**src/rtl/xlate_pkg.sv**
```systemverilog
package xlate_pkg;
    localparam int ADDR_W  = 32;
    localparam int GRAN_W  = 20;              // 1 MB granule
    localparam int HI_W    = ADDR_W - GRAN_W;
    localparam int NWIN    = 3;
    localparam int WIN_W   = $clog2(NWIN);
    localparam int IO_WIN  = 2;
    localparam int IO_LG   = 24;              // fixed 16 MB for the I/O window
    localparam int SEL_W   = 3;
    localparam logic [SEL_W-1:0] SEL_SYS = 3'd7;
    localparam logic [15:0] UNLOCK_KEY   = 16'hA05F;
    localparam int LOCK_BIT = 15;

    typedef struct packed {
        logic [HI_W-1:0] base_hi;
        logic [1:0]      size;
        logic            pref;
        logic            en;
    } win_base_t;

    typedef struct packed {
        logic [HI_W-1:0] pci_hi;
        logic [2:0]      ctype;
        logic            low_en;
    } win_map_t;

    typedef struct packed {
        logic              hit;
        logic [WIN_W-1:0]  win;
        logic [ADDR_W-1:0] addr;
        logic [2:0]        ctype;
        logic              low_en;
        logic              pref;
    } xlate_res_t;

    function automatic int size_lg(input logic [1:0] code);
        case (code)
            2'd0:    return 20;
            2'd1:    return 24;
            2'd2:    return 28;
            default: return 29;
        endcase
    endfunction

    function automatic logic [ADDR_W-1:0] lg_mask(input int lg);
        logic [63:0] one;
        one = 64'd1 << lg;
        return ADDR_W'(one - 64'd1);
    endfunction
endpackage

```
**src/rtl/xlate_regs.sv**
```systemverilog
module xlate_regs
    import xlate_pkg::*;
(
    input  logic                 clk,
    input  logic                 rst,
    input  logic                 wr_en,
    input  logic [SEL_W-1:0]     wr_sel,
    input  logic [ADDR_W-1:0]    wr_data,
    output win_base_t [NWIN-1:0] base_q,
    output win_map_t  [NWIN-1:0] map_q,
    output logic                 locked
);
    logic [1:0] idx;
    logic       is_map;
    logic       unused_bits;

    assign idx    = wr_sel[1:0];
    assign is_map = wr_sel[2];
    assign unused_bits = ^{wr_data[19:16], wr_data[3:2]};

    always_ff @(posedge clk) begin
        if (rst) begin
            locked <= 1'b1;
            for (int i = 0; i < NWIN; i++) begin
                base_q[i] <= '0;
                map_q[i]  <= '0;
            end
        end else if (wr_en) begin
            if (wr_sel == SEL_SYS) begin
                if (wr_data[15:0] == UNLOCK_KEY)
                    locked <= 1'b0;
                else if (wr_data[LOCK_BIT])
                    locked <= 1'b1;
            end else if (!locked) begin
                for (int i = 0; i < NWIN; i++) begin
                    if (idx == 2'(i)) begin
                        if (is_map) begin
                            map_q[i].pci_hi <= wr_data[ADDR_W-1:GRAN_W];
                            map_q[i].ctype  <= wr_data[3:1];
                            map_q[i].low_en <= wr_data[0];
                        end else begin
                            base_q[i].base_hi <= wr_data[ADDR_W-1:GRAN_W];
                            base_q[i].size    <= wr_data[5:4];
                            base_q[i].pref    <= wr_data[1];
                            base_q[i].en      <= wr_data[0];
                        end
                    end
                end
            end
        end
    end
endmodule

```
**src/rtl/xlate_win_match.sv**
```systemverilog
module xlate_win_match
    import xlate_pkg::*;
#(
    parameter int FIXED_LG = 0     // 0: size from code, else fixed log2 size
) (
    input  logic [ADDR_W-1:0] addr,
    input  win_base_t         base,
    input  win_map_t          map,
    output logic              hit,
    output logic [ADDR_W-1:0] xaddr
);
    logic [ADDR_W-1:0] base_a, map_a, mask, diff;
    logic              borrow;

    always_comb begin
        base_a = {base.base_hi, {GRAN_W{1'b0}}};
        map_a  = {map.pci_hi, {GRAN_W{1'b0}}};
        if (FIXED_LG != 0)
            mask = lg_mask(FIXED_LG);
        else
            mask = lg_mask(size_lg(base.size));
        {borrow, diff} = {1'b0, addr} - {1'b0, base_a};
        hit   = base.en && !borrow && ((diff & ~mask) == '0);
        xaddr = (diff & mask) + map_a;
        if (!map.low_en)
            xaddr[1:0] = 2'b00;
    end
endmodule

```
**src/rtl/xlate_prio.sv**
```systemverilog
module xlate_prio
    import xlate_pkg::*;
(
    input  logic [NWIN-1:0]              hit,
    input  logic [NWIN-1:0][ADDR_W-1:0]  xaddr,
    input  win_base_t [NWIN-1:0]         base_q,
    input  win_map_t  [NWIN-1:0]         map_q,
    output xlate_res_t                   res
);
    always_comb begin
        res = '0;
        // scan downward so the lowest-numbered hit is the last to write
        for (int i = NWIN - 1; i >= 0; i--) begin
            if (hit[i]) begin
                res.hit    = 1'b1;
                res.win    = WIN_W'(i);
                res.addr   = xaddr[i];
                res.ctype  = map_q[i].ctype;
                res.low_en = map_q[i].low_en;
                res.pref   = base_q[i].pref;
            end
        end
    end
endmodule

```
**src/rtl/addr_win_xlate.sv**
```systemverilog
module addr_win_xlate
    import xlate_pkg::*;
(
    input  logic              clk,
    input  logic              rst,
    input  logic              wr_en,
    input  logic [2:0]        wr_sel,
    input  logic [31:0]       wr_data,
    input  logic              lk_valid,
    input  logic [31:0]       lk_addr,
    output logic              res_valid,
    output logic              res_hit,
    output logic [1:0]        res_win,
    output logic [31:0]       res_addr,
    output logic [2:0]        res_ctype,
    output logic              res_low_en,
    output logic              res_pref
);
    win_base_t [NWIN-1:0]         base_q;
    win_map_t  [NWIN-1:0]         map_q;
    logic                         locked;
    logic [NWIN-1:0]              hit;
    logic [NWIN-1:0][ADDR_W-1:0]  xaddr;
    xlate_res_t                   res_c, res_q;
    logic                         vld_q;

    xlate_regs u_regs (
        .clk(clk), .rst(rst), .wr_en(wr_en), .wr_sel(wr_sel),
        .wr_data(wr_data), .base_q(base_q), .map_q(map_q), .locked(locked)
    );

    for (genvar g = 0; g < NWIN; g++) begin : g_win
        localparam int LG = (g == IO_WIN) ? IO_LG : 0;
        xlate_win_match #(.FIXED_LG(LG)) u_match (
            .addr(lk_addr), .base(base_q[g]), .map(map_q[g]),
            .hit(hit[g]), .xaddr(xaddr[g])
        );
    end

    xlate_prio u_prio (
        .hit(hit), .xaddr(xaddr), .base_q(base_q), .map_q(map_q), .res(res_c)
    );

    always_ff @(posedge clk) begin
        if (rst) begin
            vld_q <= 1'b0;
            res_q <= '0;
        end else begin
            vld_q <= lk_valid;
            if (lk_valid)
                res_q <= res_c;
        end
    end

    assign res_valid  = vld_q;
    assign res_hit    = res_q.hit;
    assign res_win    = res_q.win;
    assign res_addr   = res_q.addr;
    assign res_ctype  = res_q.ctype;
    assign res_low_en = res_q.low_en;
    assign res_pref   = res_q.pref;
endmodule

```
**config.mk**
```make
export PLATFORM = sky130hd
export DESIGN_NAME = addr_win_xlate
export DESIGN_NICKNAME = d
export VERILOG_FILES = /design/src/rtl/xlate_pkg.sv /design/src/rtl/xlate_regs.sv /design/src/rtl/xlate_win_match.sv /design/src/rtl/xlate_prio.sv /design/src/rtl/addr_win_xlate.sv
export SDC_FILE = /design/constraint.sdc
export NUM_CORES = 1
export LEC_CHECK = 0
export ABC_AREA = 1
export CAP_MARGIN = 25
export CELL_PAD_IN_SITES_DETAIL_PLACEMENT = 0
export CELL_PAD_IN_SITES_GLOBAL_PLACEMENT = 1
export CORE_ASPECT_RATIO = 0.6
export CORE_MARGIN = 2
export CORE_UTILIZATION = 45
export CTS_BUF_LIST = sky130_fd_sc_hd__clkbuf_4 sky130_fd_sc_hd__clkbuf_8
export DETAILED_ROUTE_END_ITERATION = 8
export PLACE_DENSITY = 0.95
export SYNTH_ARGS = -nofsm -noshare
export SYNTH_HDL_FRONTEND = slang
export SYNTH_HIERARCHICAL = 1
export SYNTH_SLANG_ARGS = --single-unit
```
**constraint.sdc**
```tcl
create_clock -name clk -period 9.64 [get_ports clk]
set_clock_uncertainty 0.15 [all_clocks]
set_input_delay 1.928 -clock clk [delete_from_list [all_inputs] [get_ports clk]]
set_output_delay 1.928 -clock clk [all_outputs]
set_load 0.03 [all_outputs]
```
==> impl_metrics.env <==
export IMPL_h_tree_depth=4
export IMPL_highest_layer="met4"
export IMPL_start_util_pct=45.9
export IMPL_drt_total_wl_um=31700
export IMPL_outcome="complete, no violations"
export IMPL_hpwl_um=23600
export IMPL_internal_power_mw=0.918
export IMPL_fp_dieH_um=126
export IMPL_clk_latency_ps=490
export IMPL_tns_ps=0
export IMPL_rsz0062_at_grt="no"
export IMPL_reg2reg_depth=22
export IMPL_via_per_inst=4.90
export IMPL_max_cap_viol_count=0
export IMPL_p_total_mw=1.33
export IMPL_grt_max_degree=82
export IMPL_arrival_ps=5980
export IMPL_cp_common_cell="nand2_1"
export IMPL_finalInstanceArea_sq_mm=0.0123
export IMPL_grt_pass1_vias=9652
export IMPL_cp_num_buf_inv=7
export IMPL_drt_met1_wl_um=16400
export IMPL_clk_pin_slew_ps=90
export IMPL_dr_pass1_iters=5
export IMPL_start_kind="primary input"
export IMPL_reg2reg_to="res_addr[25]$_SDFFE_PP0P_"
export IMPL_drc=0
export IMPL_placed_cell_area_sq_mm=0.0119
export IMPL_hold_depth=2
export IMPL_worstPathCellList="clkdlybuf4s50_1 > inv_1 > ha_1 > fa_1 > nor2_1 > o21ai_0 > nand3_1 > nand2_1 > nor3_1 > nand3_1 > nor2_4 > buf_4 > inv_2 > buf_4 > nand3_1 > nand2_1 > inv_1 > nand2_1 > inv_1 > nand2_1 > nand2_1 > nor2_1"
export IMPL_vias=10976
export IMPL_synthesis_area_sq_mm=0.0112
export IMPL_hold_class="flop to flop"
export IMPL_crit_fanout=65
export IMPL_cts_resized=0
export IMPL_synth_net_count=2032
export IMPL_worstHoldEndpoint="res_addr[7]$_SDFFE_PP0P_"
export IMPL_gp_congestion=0.866
export IMPL_met2_length_um=12100
export IMPL_ios=112
export IMPL_timing_rr_start="u_regs/base_q[2]$_SDFFE_PP0P_"
export IMPL_hold_violations=0
export IMPL_cts_tree="done"
export IMPL_critPathSlowestCell="clkdlybuf4s50_1"
export IMPL_relSlewSlack_pct=36.7
export IMPL_num_rows=44
export IMPL_cpPeakStageDelay_ps=620
export IMPL_chipWidth_um=207
export IMPL_synth_warnings=6
export IMPL_clock_sinks=136
export IMPL_drt_iter0_drc=1010
export IMPL_worstPathRequired_ps=9870
export IMPL_min_from="res_addr[7]$_SDFFE_PP0P_"
export IMPL_power_density_mw_per_mm2=109
export IMPL_post_route_min_period_ps=5750
export IMPL_hold_ws_ps=325
export IMPL_period_share_pct=59.7
export IMPL_cts_buffer_depth=2
export IMPL_finalMaxSlewViolations=0
export IMPL_area_growth_pct=10.1
export IMPL_pwr_share_comb_pct=16.9
export IMPL_fin_util_pct=50.6
export IMPL_register_area_sq_mm=0.00272
export IMPL_grt_first_pass_wirelength_um=50300
export IMPL_antenna_found_initial=0
export IMPL_syn_inst=1879
export IMPL_tightest_slew_ps=948
export IMPL_port_buffers=107
export IMPL_max_freq_ghz=0.174
export IMPL_wire_per_inst_um=14.1
export IMPL_clockRootBuffer="clkbuf_8"
export IMPL_p_clk_share_pct=39.9
export IMPL_p_sw_share_pct=31.2
export IMPL_wl_met3_um=2760
export IMPL_cp_end_kind="flop"
export IMPL_placeableCoreArea_sq_mm=0.0243
export IMPL_post_cts_buffers=0
export IMPL_antenna_left=0
export IMPL_crit_family="buffers and inverters"
export IMPL_multi_input_area_sq_mm=0.00659
export IMPL_leakagePower_nw=6.05
export IMPL_diodes=0
export IMPL_die_area_sq_mm=0.0261
export IMPL_netSwitchingPower_mw=0.416
export IMPL_crit_type="primary input to flop"
export IMPL_cts_hold_buf=0
export IMPL_grt_use_total_pct=24.4
export IMPL_setup_viol=0
export IMPL_nFillCells=2548
export IMPL_fin_nets=2057
export IMPL_vdd_drop_max_v=0.0000880
export IMPL_drive_gt1_share_pct=3.86
export IMPL_grt_overflow=0
export IMPL_pwr_share_seq_pct=43.2
export IMPL_avgSynthCellArea_sq_um=5.94
export IMPL_cts_buffers=17
export IMPL_r2r_slack_ps=5210
worst min-delay path: stages (launching register included):
cell and delay [ps]:
dfxtp_1 320, nor2_1 80, nor2_1 50
registers in the layout (all words and copies together), names as in the netlist:
signal and cells:
res_pref 1, res_hit 1, res_addr 32, res_win 2
u_regs/base_q 46, res_ctype 3, res_valid 1, res_low_en 1
u_regs/map_q 48, u_regs/locked 1
power by group through the flow:
stage	logic (mW)	registers (mW)	clock network (mW)
after detailed placement	0.223	0.589	0
after floorplan	0.135	0.604	0
after CTS	0.224	0.576	0.544
final	0.226	0.575	0.532
after global placement	0.221	0.588	0
after global routing	0.251	0.577	0.571
area by class of cell:
class / count / share of cell area, %
well taps: 322 / 3.28
flip-flops and latches: 136 / 22.2
clock inverters: 15 / 1.58
inverters: 273 / 8.34
multi-input cells: 1363 / 53.7
clock buffers: 17 / 1.91
repair buffers: 113 / 9.05
metal layers:
layer / vias up / GRT usage (%)
li1: 5694 / -
met1: 4938 / 37.3
met2: 319 / 34.1
met3: 25 / 5.84
met4: 0 / 5.63
met5: - / 0
layout by cell type (no fill, tap or decap), types with 3 or more instances in the layout:
cell type,n
nand2_2,7
xnor2_1,18
nor2_2,5
a31oi_1,3
o211ai_1,3
nor3_1,10
clkdlybuf4s50_1,106
xor2_1,16
clkbuf_8,17
fa_1,6
nand4_1,16
nand3_2,4
nand3_1,135
bufinv_16,3
buf_4,6
o21bai_1,4
ha_1,76
nand2_1,621
dfxtp_1,136
o21ai_0,19
inv_2,5
nand3b_1,6
nor2_1,353
nor2_4,9
clkinv_4,4
a21oi_1,37
inv_1,268
inv_6,3
how the worst max path moves through the flow:
stage / from / cells after the start / end / slack, ps
final: lk_addr[20] / 22 / res_addr[25]$_SDFFE_PP0P_ / 3890
after detailed placement: lk_addr[20] / 23 / res_addr[25]$_SDFFE_PP0P_ / 3450
after CTS: lk_addr[20] / 23 / res_addr[25]$_SDFFE_PP0P_ / 3950
after floorplan: lk_addr[20] / 24 / res_addr[31]$_SDFFE_PP0P_ / 4970
after global placement: lk_addr[20] / 21 / res_addr[25]$_SDFFE_PP0P_ / 3410
after global routing: lk_addr[20] / 23 / res_addr[22]$_SDFFE_PP0P_ / 3570
stage by stage:
step           setup slack (ps)  std cells
2_1_floorplan              4970       1879
3_3_place_gp               3410       2207
3_5_place_dp               3450       2207
4_1_cts                    3950       2239
5_1_grt                    3570       2239
6_report                   3890       2239
Power figures use the tool's default switching activity.
